File: src/rtl/sysctl_pkg.sv
package sysctl_pkg;
  localparam int unsigned IDX_W = 2;
  localparam logic [IDX_W-1:0] IDX_MODE  = 2'd0;
  localparam logic [IDX_W-1:0] IDX_RSVD  = 2'd1;
  localparam logic [IDX_W-1:0] IDX_FAULT = 2'd2;
  localparam logic [IDX_W-1:0] IDX_DIR   = 2'd3;

  localparam int unsigned BIT_PE = 0;
  localparam int unsigned BIT_MP = 1;
  localparam int unsigned BIT_EM = 2;
  localparam int unsigned BIT_TS = 3;
  localparam int unsigned BIT_ET = 4;

  typedef struct packed {
    logic paging;
    logic ext_type;
    logic task_sw;
    logic emulate;
    logic math_pres;
    logic prot;
  } mode_t;
endpackage

File: src/rtl/sysctl_mode_reg.sv
module sysctl_mode_reg
  import sysctl_pkg::*;
#(
  parameter int unsigned DATA_W = 32
) (
  input  logic              clk_i,
  input  logic              rst_ni,
  input  logic              wr_i,
  input  logic [DATA_W-1:0] wdata_i,
  input  logic              task_sw_i,
  output mode_t             mode_o,
  output logic [DATA_W-1:0] word_o
);
  localparam int unsigned PG_BIT = DATA_W - 1;

  mode_t mode_q, mode_d;

  always_comb begin
    mode_d = mode_q;
    if (wr_i) begin
      mode_d.prot      = wdata_i[BIT_PE];
      mode_d.math_pres = wdata_i[BIT_MP];
      mode_d.emulate   = wdata_i[BIT_EM];
      mode_d.task_sw   = wdata_i[BIT_TS];
      mode_d.ext_type  = wdata_i[BIT_ET];
      mode_d.paging    = wdata_i[PG_BIT];
    end
    if (task_sw_i) mode_d.task_sw = 1'b1;
  end

  always_ff @(posedge clk_i) begin
    if (!rst_ni) mode_q <= '0;
    else         mode_q <= mode_d;
  end

  always_comb begin
    word_o         = '0;
    word_o[BIT_PE] = mode_q.prot;
    word_o[BIT_MP] = mode_q.math_pres;
    word_o[BIT_EM] = mode_q.emulate;
    word_o[BIT_TS] = mode_q.task_sw;
    word_o[BIT_ET] = mode_q.ext_type;
    word_o[PG_BIT] = mode_q.paging;
  end

  assign mode_o = mode_q;
endmodule

File: src/rtl/sysctl_addr_reg.sv
module sysctl_addr_reg #(
  parameter int unsigned DATA_W   = 32,
  parameter int unsigned ZERO_LSB = 0,
  parameter bit          HAS_CAP  = 1'b0
) (
  input  logic              clk_i,
  input  logic              rst_ni,
  input  logic              wr_i,
  input  logic [DATA_W-1:0] wdata_i,
  input  logic              cap_i,
  input  logic [DATA_W-1:0] cap_data_i,
  output logic [DATA_W-1:0] q_o
);
  localparam logic [DATA_W-1:0] KEEP_MASK = {DATA_W{1'b1}} << ZERO_LSB;

  logic [DATA_W-1:0] q_q, q_d;

  generate
    if (HAS_CAP) begin : g_cap
      always_comb begin
        q_d = q_q;
        if (wr_i)  q_d = wdata_i & KEEP_MASK;
        if (cap_i) q_d = cap_data_i & KEEP_MASK;
      end
    end else begin : g_plain
      logic unused_cap;
      assign unused_cap = cap_i ^ (^cap_data_i);
      always_comb begin
        q_d = q_q;
        if (wr_i) q_d = wdata_i & KEEP_MASK;
      end
    end
  endgenerate

  always_ff @(posedge clk_i) begin
    if (!rst_ni) q_q <= '0;
    else         q_q <= q_d;
  end

  assign q_o = q_q;
endmodule

File: src/rtl/sysctl_copro_check.sv
module sysctl_copro_check (
  input  logic copro_op_i,
  input  logic wait_op_i,
  input  logic emulate_i,
  input  logic math_pres_i,
  input  logic task_sw_i,
  output logic unavail_o
);
  logic copro_hit, wait_hit;

  assign copro_hit = copro_op_i & (emulate_i | task_sw_i);
  assign wait_hit  = wait_op_i & math_pres_i & task_sw_i;
  assign unavail_o = copro_hit | wait_hit;
endmodule

File: src/rtl/sysctl_regfile.sv
module sysctl_regfile
  import sysctl_pkg::*;
#(
  parameter int unsigned DATA_W    = 32,
  parameter int unsigned PAGE_BITS = 12
) (
  input  logic              clk_i,
  input  logic              rst_ni,
  input  logic [1:0]        reg_idx_i,
  input  logic              wr_en_i,
  input  logic [DATA_W-1:0] wr_data_i,
  output logic [DATA_W-1:0] rd_data_o,
  input  logic              task_sw_i,
  input  logic              pf_i,
  input  logic [DATA_W-1:0] pf_addr_i,
  input  logic              copro_op_i,
  input  logic              wait_op_i,
  output logic              prot_en_o,
  output logic              paging_en_o,
  output logic              emulate_o,
  output logic              math_present_o,
  output logic              task_sw_o,
  output logic              copro_unavail_o
);
  mode_t             mode;
  logic [DATA_W-1:0] mode_word, fault_word, dir_word;
  logic              wr_mode, wr_fault, wr_dir, pf_cap;

  assign wr_mode  = wr_en_i && (reg_idx_i == IDX_MODE);
  assign wr_fault = wr_en_i && (reg_idx_i == IDX_FAULT);
  assign wr_dir   = wr_en_i && (reg_idx_i == IDX_DIR);
  assign pf_cap   = pf_i && mode.paging;

  sysctl_mode_reg #(.DATA_W(DATA_W)) u_mode (
    .clk_i     (clk_i),
    .rst_ni    (rst_ni),
    .wr_i      (wr_mode),
    .wdata_i   (wr_data_i),
    .task_sw_i (task_sw_i),
    .mode_o    (mode),
    .word_o    (mode_word)
  );

  sysctl_addr_reg #(.DATA_W(DATA_W), .ZERO_LSB(0), .HAS_CAP(1'b1)) u_fault (
    .clk_i      (clk_i),
    .rst_ni     (rst_ni),
    .wr_i       (wr_fault),
    .wdata_i    (wr_data_i),
    .cap_i      (pf_cap),
    .cap_data_i (pf_addr_i),
    .q_o        (fault_word)
  );

  sysctl_addr_reg #(.DATA_W(DATA_W), .ZERO_LSB(PAGE_BITS), .HAS_CAP(1'b0)) u_dir (
    .clk_i      (clk_i),
    .rst_ni     (rst_ni),
    .wr_i       (wr_dir),
    .wdata_i    (wr_data_i),
    .cap_i      (1'b0),
    .cap_data_i ({DATA_W{1'b0}}),
    .q_o        (dir_word)
  );

  sysctl_copro_check u_copro (
    .copro_op_i  (copro_op_i),
    .wait_op_i   (wait_op_i),
    .emulate_i   (mode.emulate),
    .math_pres_i (mode.math_pres),
    .task_sw_i   (mode.task_sw),
    .unavail_o   (copro_unavail_o)
  );

  always_comb begin
    unique case (reg_idx_i)
      IDX_MODE:  rd_data_o = mode_word;
      IDX_RSVD:  rd_data_o = '0;
      IDX_FAULT: rd_data_o = fault_word;
      default:   rd_data_o = dir_word;
    endcase
  end

  assign prot_en_o      = mode.prot;
  assign paging_en_o    = mode.paging;
  assign emulate_o      = mode.emulate;
  assign math_present_o = mode.math_pres;
  assign task_sw_o      = mode.task_sw;
endmodule

File: config.mk
export PLATFORM = sky130hd
export DESIGN_NAME = sysctl_regfile
export DESIGN_NICKNAME = d
export VERILOG_FILES = /design/src/rtl/sysctl_pkg.sv /design/src/rtl/sysctl_mode_reg.sv /design/src/rtl/sysctl_addr_reg.sv /design/src/rtl/sysctl_copro_check.sv /design/src/rtl/sysctl_regfile.sv
export SDC_FILE = /design/constraint.sdc
export NUM_CORES = 1
export LEC_CHECK = 0
export BUFFER_PORTS_ARGS = -buffer_cell sky130_fd_sc_hd__buf_2
export CAP_MARGIN = 30
export CELL_PAD_IN_SITES_DETAIL_PLACEMENT = 1
export CELL_PAD_IN_SITES_GLOBAL_PLACEMENT = 2
export CORE_MARGIN = 3
export CORE_UTILIZATION = 29
export DETAILED_ROUTE_END_ITERATION = 10
export MAX_ROUTING_LAYER = met4
export PLACE_DENSITY_LB_ADDON = 0.1
export SLEW_MARGIN = 20
export SYNTH_ARGS = -nofsm -noshare
export SYNTH_HDL_FRONTEND = slang
export SYNTH_SLANG_ARGS = --single-unit
File: constraint.sdc
create_clock -name clk_i -period 2.4 [get_ports clk_i]
set_clock_uncertainty 0.15 [all_clocks]
set_input_delay 0.24 -clock clk_i [delete_from_list [all_inputs] [get_ports clk_i]]
set_output_delay 0.24 -clock clk_i [all_outputs]
set_load 0.01 [all_outputs]
Yosys cells after proc, flatten, opt, wreduce, memory -nomap -nowiden
Index checks and enable logic that the tools add are counted.
- bits of input ports: 73
- register bits: 58
- logic and storage cells: 28
- bitwise gates (word level): 5
- equality and inequality tests: 3
- reduce and logical (&&, ||, !) cells: 7
- mux-type cells: 5
- operator list (kind ; number):
    32-bit one-hot mux with 3 select lines ; 1
    32-bit two-way mux ; 2
    2-bit equality test, second input constant ; 2
    1-bit logical AND ; 4
    4-bit two-way mux ; 1
    2-bit nonzero test ; 2
    1-bit AND ; 3
    2-bit by 1-bit equality test with 1-bit output, second input constant ; 1
    2-bit zero test ; 1
    1-bit bitwise OR ; 2
    1-bit two-way mux ; 1

Longest topological paths before layout
Gate-level depths: netlist of run 1.
- depth after elaboration: 4
- depth in mapped cells: 5

Modules after synthesis
Synthesis of run 1 repeated with hierarchy kept, for this count alone.
- cells, all modules: 354
- area, all modules: 3978.8 um^2
- modules (own cells, without submodules) (module ; cells each ; area each (um^2) ; times used ; seq. area each (um^2)):
    sysctl_addr_reg (u_fault) ; 141 ; 1778.0 ; 1 ; 640.6
    sysctl_regfile ; 81 ; 858.3 ; 1 ; 0.0
    sysctl_addr_reg (u_dir) ; 77 ; 849.6 ; 1 ; 400.4
    sysctl_mode_reg ; 52 ; 479.2 ; 1 ; 120.1
    sysctl_copro_check ; 3 ; 13.8 ; 1 ; 0.0

Worst setup path before layout of run 1
OpenSTA, ideal clock, no wires.
- path kind: input port to output port
- from: input port reg_idx_i[0]
- to: output port rd_data_o[31]
- required time: 2.010 ns
- setup slack: 1.072 ns
- stages on the path: 3
- arrival: 0.938 ns
- cells stage by stage: buf_4 mux2_2 a22o_1
- longest elaborated chain between the ends: 2
- elaborated cells between the ends (all ways): 4
- those cells by class: 2 x eq/ne; 1 x mux; 1 x reduce/logical
- RTL lines (what ; RTL line ; text):
    start, declared ; sysctl_regfile.sv:9 ; input logic [1:0] reg_idx_i,
    2-bit equality test, or another cell as far along ; sysctl_regfile.sv:74 ; unique case (reg_idx_i)
    32-bit one-hot mux with 3 select lines (*) ; sysctl_regfile.sv:74 ;
    end, declared ; sysctl_regfile.sv:12 ; output logic [DATA_W-1:0] rd_data_o,
Every way passes the cells marked *; elsewhere a longest branch is shown, timed or not.

Worst setup path in the final report of run 1
- from: input port reg_idx_i[0]
- to: output port rd_data_o[24]
Same word-level chain as after synthesis.

==> results of run 1 <==
==> worst reg2reg max path, cell delays in order, from the launching register on <==
cell and delay [ps]:
dfxtp_1 420, nand2_2 370, buf_12 320, o21ai_0 200
a31oi_1 60
==> placed cells by master (no fill, tap or decap), types with 2 or more instances in the layout <==
cell type	instances
buf_2	110
nand2_1	105
dfxtp_1	58
o21ai_0	32
a31oi_1	32
mux2i_1	29
nor2b_1	24
a21boi_0	20
clkbuf_8	11
buf_4	10
nor2_1	8
and2_1	7
dlygate4sd3_1	5
clkinv_2	3
a21oi_1	2
buf_12	2
==> power by group through the flow <==
stage                     clock, mW  combinational [mW]  sequential, mW
after floorplan                   0               0.160            1.04
after global placement            0               0.286            1.05
after detailed placement          0               0.290            1.05
after CTS                     0.843               0.298            1.03
after global routing          0.887               0.331            1.03
final                         0.806               0.292            1.03
==> flip-flops by register name (all words and copies together) (netlist names) <==
signal	flops
u_mode.mode_o	6
u_fault.q_o	32
u_dir.q_o	20
==> final cells by class <==
type                       instances  area, sq um  share of cell area (%)
multi-input combinational        269         1520                    40.8
tap                              129          161                    4.33
clock buffer                      12          155                    4.16
sequential                        58         1160                    31.2
timing repair buffer             127          716                    19.2
clock inverter                     3         15.0                   0.403
==> synth_stat cells, drive strengths merged <==
cell | number | share of area, %
a21boi | 20 | 5.3
a21oi | 2 | 0.35
a22o | 1 | 0.31
a31oi | 32 | 7.0
and2 | 7 | 1.5
and2b | 1 | 0.26
and3 | 1 | 0.22
and3b | 1 | 0.31
buf | 15 | 3.9
clkbuf | 14 | 1.9
dfxtp | 58 | 41
mux2 | 1 | 0.40
mux2i | 29 | 10
nand2 | 106 | 14
nand3 | 1 | 0.18
nand3b | 1 | 0.26
nor2 | 8 | 1.1
nor2b | 24 | 5.3
nor3b | 1 | 0.66
o21ai | 32 | 5.6
o311a | 1 | 0.35
==> final timing paths <==
check	from	end	slack, ps	cells past startpoint
worst max-delay path	reg_idx_i[0]	rd_data_o[24]	600	6
worst min-delay path	wr_data_i[13]	u_dir.q_o[13]	20	3
worst max register to register	u_mode.mode_o[5]	u_fault.q_o[8]	760	4
worst min register to register	u_dir.q_o[13]	u_dir.q_o[13]	310	2
==> cell families after synthesis <==
family | synth area share (%)
AO/OA/AOI/OAI | 19.0
multiplexers | 10.6
AND/OR/NAND/NOR | 23.8
flip-flops | 40.9
buffers and inverters | 5.77
==> through the flow <==
stage / instances / utilization [%] / instance area (sq um) / total power, mW / setup WS (ps)
2_1_floorplan: 356 / - / 2840 / 1.20 / 1070
3_3_place_gp: 578 / 37.4 / 3510 / 1.33 / 610
3_5_place_dp: 578 / 37.4 / 3510 / 1.34 / 566
4_1_cts: 598 / 39.8 / 3730 / 2.17 / 594
5_1_grt: 598 / 39.8 / 3730 / 2.25 / 510
6_report: 598 / 39.8 / 3730 / 2.13 / 604
==> routing by layer <==
layer / part of all wire [%] / wire, um / vias up
li1: - / - / 1428
met1: 48 / 4360 / 1344
met2: 46 / 4220 / 67
met3: 4.7 / 432 / 11
met4: 1.5 / 140 / 0
met5: 0 / 0 / -
==> timing repair <==
action / 4_1_cts / 5_1_grt
endpoints found under the setup margin: 0 / 0
resized for setup: 0 / 0
hold endpoints to repair: 5 / 0
hold buffers: 5 / 0
==> impl_metrics.py, run 1 <==
metrics = {
    "status": {
        "outcome": "finished clean",
    },
    "critical_path": {
        "start_kind": "input pin",
        "path_delay_family": "buffers and inverters",
        "worstSetupEndpointType": "primary output",
        "crit_fanout": 17,
        "worstPathCellList": "buf_2 > buf_4 > buf_4 > mux2i_1 > nor2b_1 > buf_2",
        "crit_buf_inv": 4,
        "cpPeakStageDelay_ps": 350,
        "crit_arrival_ps": 1410,
        "required_ps": 2010,
        "crit_type": "in2out",
        "crit_path_top_delay_cell": "buf_4",
    },
    "die": {
        "dieArea_sq_um": 11000,
        "start_util_pct": 30.3,
        "io_pins": 111,
        "fp.dieH_um": 105,
        "row_count": 35,
        "core_area_sq_um": 9370,
        "die_w_um": 105,
    },
    "drt": {
        "wl_mm": 9.15,
        "drt_pass1_iterations": 4,
        "avgRoutedWirePerCell_um": 15.3,
        "route.detailed.drc": 0,
        "via_per_inst": 4.77,
        "num_vias": 2850,
        "drtIter0Drc": 65,
        "ant_nets": 0,
    },
    "run": {
        "cap_viol_max_count": 0,
    },
    "synthesis": {
        "syn_area_sq_um": 2840,
        "ys_seq_elements": 58,
        "avgSynthCellArea_sq_um": 7.98,
        "ys_types": 24,
        "syn_inst": 356,
        "syn_nets": 429,
        "ys_seq_area_share_pct": 40.9,
        "yosysWarnings": 0,
    },
    "power": {
        "p_leak_nw": 1.60,
        "p_sw_uw": 563,
        "p_int_mw": 1.56,
        "ir_drop_v": 0.000229,
        "p_sw_share_pct": 26.5,
        "cellPowerDensity_nw_per_um2": 570,
        "p_seq_share_pct": 48.3,
        "comb_power_share_pct": 13.7,
        "power_frac_clock_pct": 37.9,
    },
    "grt": {
        "grt_util_met2_pct": 28.5,
        "met3_usage_pct": 4.14,
        "grt_max_degree": 37,
        "grt_util_met1_pct": 22.0,
        "grt-ovfl-total": 0,
        "antenna_found_initial": 0,
        "grt_pass1_vias": 3033,
        "grtUsageTotal_pct": 17.8,
        "busiest_layer": "met2",
        "grt_first_pass_wirelength_mm": 15.2,
    },
    "placement": {
        "hpwl_mm": 6.26,
        "portBuffers": 110,
        "gp_congestion": 0.732,
    },
    "sta": {
        "holdWs_ps": 17.8,
        "max_freq_mhz": 557,
        "hold_viol": 0,
        "setup_violations": 0,
        "final_max_slew_viol_count": 0,
        "tns_ps": 0,
        "max_slew_margin_pct": 47.1,
        "min_period_over_period_pct": 74.8,
        "rsz0062_at_grt": "false",
        "tightest_slew_ps": 794,
        "finalCriticalPeriod_ps": 1800,
    },
    "finish": {
        "fillers": 1217,
        "layout-drive-gt1-share_pct": 29.6,
        "synthToLayoutAreaGrowth_pct": 31.2,
        "n_antenna_cell": 0,
        "final_nets": 538,
    },
    "clocking": {
        "path_clk_slew_ps": 70,
        "cts_tree": "built",
        "cts_setup_buffers": 0,
        "cts_buffers": 9,
        "insertion_delay_ps": 330,
        "h-tree-depth": 3,
        "cts-root-buf": "clkbuf_8",
        "clock_path_buffers": 2,
        "clock_sinks": 58,
    },
    "worst_hold_path": {
        "hold_class": "in2reg",
    },
}
Power figures use the tool's default switching activity.
==> inputs of run 2 (changes only) <==
- ABC_AREA: unset -> 1
- CORE_UTILIZATION: 29 -> 23
- clock period: 2.4 -> 1.6 ns (I/O delays scaled with it)
==> run 2 against run 1 <==
Effect of this change: die area is 38% higher; cell area grew 17%; critical path depth fell by 2; final cell count rose by 37%; total power is 88% higher.
==> impl_metrics.py, run 2 <==
metrics = {
    "status": {
        "outcome": "finished clean",
    },
    "sta": {
        "min_period_over_period_pct": 92.7,
        "setup_violations": 0,
        "hold_viol": 0,
        "max_freq_mhz": 674,
        "holdWs_ps": 4.27,
        "finalCriticalPeriod_ps": 1480,
        "max_slew_margin_pct": 54.4,
        "final_max_slew_viol_count": 0,
        "tightest_slew_ps": 684,
        "tns_ps": 0,
        "rsz0062_at_grt": "true",
    },
    "finish": {
        "n_antenna_cell": 0,
        "mostFrequentLayoutCell": "nand2_1",
        "final_nets": 713,
        "design_area_sq_um": 4380,
        "largest_reg_flops": 32,
        "final_cell_mix": "nand2_1 (125), nor2_1 (120), buf_2 (110)",
        "synthToLayoutAreaGrowth_pct": 38.5,
        "layout-drive-gt1-share_pct": 24.0,
    },
    "synthesis": {
        "synth_flop_cell": "dfxtp_1",
        "syn_nets": 581,
        "ys_top_cells_by_count": "nand2_1 (125), nor2_1 (120), nand3_1 (66)",
        "synth_compound_area_share_pct": 8.36,
        "synthXorXnorAreaFrac_pct": 0,
        "syn_area_sq_um": 3160,
        "ys_top_cells_by_area": "dfxtp_1 (37%), nand2_1 (15%), nor2_1 (14%)",
        "async_flop_share_pct": 0,
        "synth-edff-count": 0,
        "synth_simple_gate_area_share_pct": 42.0,
        "synth_top_family_by_area": "simple AND/OR/NAND/NOR gates",
        "avgSynthCellArea_sq_um": 6.22,
        "ys_seq_area_share_pct": 36.8,
        "syn_inst": 508,
        "synth_top_area_cell": "dfxtp_1",
        "ys_types": 19,
        "post-synth-top-count-cell": "nand2_1",
        "muxShareOfSynthArea_pct": 0,
        "ys_seq_elements": 58,
        "synth_fa_ha_area_share_pct": 0,
        "yosysWarnings": 0,
        "synth_top_area_share_pct": 36.8,
    },
    "grt": {
        "grt_pass1_vias": 3672,
        "grtUsageTotal_pct": 16.6,
        "antenna_found_initial": 0,
        "grt-ovfl-total": 0,
        "grt_max_degree": 43,
        "grt_first_pass_wirelength_mm": 18.8,
    },
    "critical_path": {
        "crit_fanout": 3,
        "r2r_cells": 5,
        "crit_arrival_ps": 1170,
        "worstPathCellList": "buf_6 > nand2_1 > o211ai_1 > buf_2",
        "r2r-start": "u_mode.mode_o[5]",
        "r2r_slack_ps": 160,
        "crit_type": "reg2out",
        "worstSetupEndpointType": "primary output",
        "r2r-end": "u_fault.q_o[10]",
        "cpPeakStageDelay_ps": 380,
        "required_ps": 1290,
        "crit_path_top_delay_cell": "dfxtp_1",
        "start_kind": "register",
    },
    "clocking": {
        "cts_buffers": 9,
        "clock_sinks": 58,
        "path_clk_slew_ps": 50,
        "h-tree-depth": 3,
        "insertion_delay_ps": 320,
        "cts-root-buf": "clkbuf_16",
        "clock_path_buffers": 2,
        "cts_tree": "built",
    },
    "drt": {
        "num_vias": 3567,
        "avgRoutedWirePerCell_um": 14.7,
        "via_per_inst": 4.36,
        "wl_met1_mm": 5.74,
        "route.met2.wl_mm": 5.73,
        "highest_layer": "met4",
        "drtIter0Drc": 134,
        "ant_nets": 0,
        "route.met3.wl_um": 499,
        "drt_pass1_iterations": 4,
        "route.detailed.drc": 0,
        "wl_mm": 12.0,
    },
    "die": {
        "dieArea_sq_um": 15200,
        "die_w_um": 123,
        "fp.dieH_um": 123,
        "io_pins": 111,
        "start_util_pct": 23.7,
        "row_count": 42,
        "core_area_sq_um": 13300,
    },
    "placement": {
        "gp_congestion": 0.741,
        "placed_cell_area_sq_um": 3830,
        "portBuffers": 110,
        "hpwl_mm": 8.18,
    },
    "power": {
        "comb_power_share_pct": 17.5,
        "p_seq_share_pct": 39.5,
        "ir_drop_v": 0.000374,
        "p_leak_nw": 2.27,
        "p_sw_share_pct": 27.1,
        "power_frac_clock_pct": 43.0,
        "p_int_mw": 2.91,
        "cellPowerDensity_nw_per_um2": 911,
        "p_sw_mw": 1.08,
        "finalPower_mw": 3.99,
    },
    "worst_hold_path": {
        "hold_depth": 5,
        "hold_class": "in2reg",
        "holdPathEnd": "u_fault.q_o[9]",
        "hp-start": "wr_data_i[9]",
    },
    "run": {
        "cap_viol_max_count": 0,
    },
}
run 2: cell types whose count changed after synthesis, moves of 7 or more:
cell      before  now
mux2i_1       29    0
and2_1         7    0
a21boi_0      20    0
nand2_1      106  125
buf_6          4   11
nor2_1         8  120
a31oi_1       32    0
nand3_1        1   66
o21ai_1        0   10
nor2b_1       24    0
o21ai_0       32   39
inv_1          0   37
run 2: cell families (layout without fill, tap and decap cells):
logic type,Yosys count,in the layout
compound gates,52,52
flops,58,58
simple gates,320,320
buf+inv,78,213
run 2: worst max-delay path by stage:
stage,start,end,cells past startpoint,slack [ps]
finish,u_mode.mode_o[5],rd_data_o[31],4,120
global placement,reg_idx_i[0],rd_data_o[31],6,120
detailed placement,reg_idx_i[0],rd_data_o[31],6,130
global route,u_mode.mode_o[5],u_fault.q_o[24],5,-2
floorplan,u_mode.mode_o[5],u_fault.q_o[0],8,280
CTS,u_mode.mode_o[5],rd_data_o[31],4,80
run 2: cell type report:
type	instances	area, sq um
Clock buffer	14	254
Fill cell	1761	8970
Inverter	42	158
Multi-Input combinational cell	372	1590
Sequential cell	58	1160
Tap cell	176	220
Timing Repair Buffer	157	991
run 2: power groups by stage:
stage,sequential [mW],clock (mW),combinational (mW)
after CTS,1.58,1.78,0.713
final,1.58,1.72,0.696
after global routing,1.58,1.83,0.797
after global placement,1.60,0,0.644
after detailed placement,1.60,0,0.655
after floorplan,1.60,0,0.394
run 2: through the flow:
step	std cells	setup slack, ps	util [%]
floorplan	508	275	-
global placement	776	122	28.7
detailed placement	776	127	28.7
CTS	819	81.1	32.8
global route	819	-1.54	32.8
finish	819	116	32.8
run 2: worst max-delay path, delay by kind of cell (launching register included):
family          cells  cell delay [ps]
compound gates      1              130
buf+inv             2              300
flops               1              380
simple gates        1               50
run 2: what timing repair did:
action | in CTS | in global routing
gates resized for setup | 1 | 1
setup buffers | 2 | 0
hold endpoints to repair | 28 | 0
hold buffers | 27 | 0
endpoints found under the setup margin | 1 | 1
run 2: layer usage:
metal  track usage, %  vias to the layer above
li1                 -                     1837
met1             21.1                     1659
met2             27.4                       66
met3             3.29                        5
met4             3.74                        0
met5                -                        -
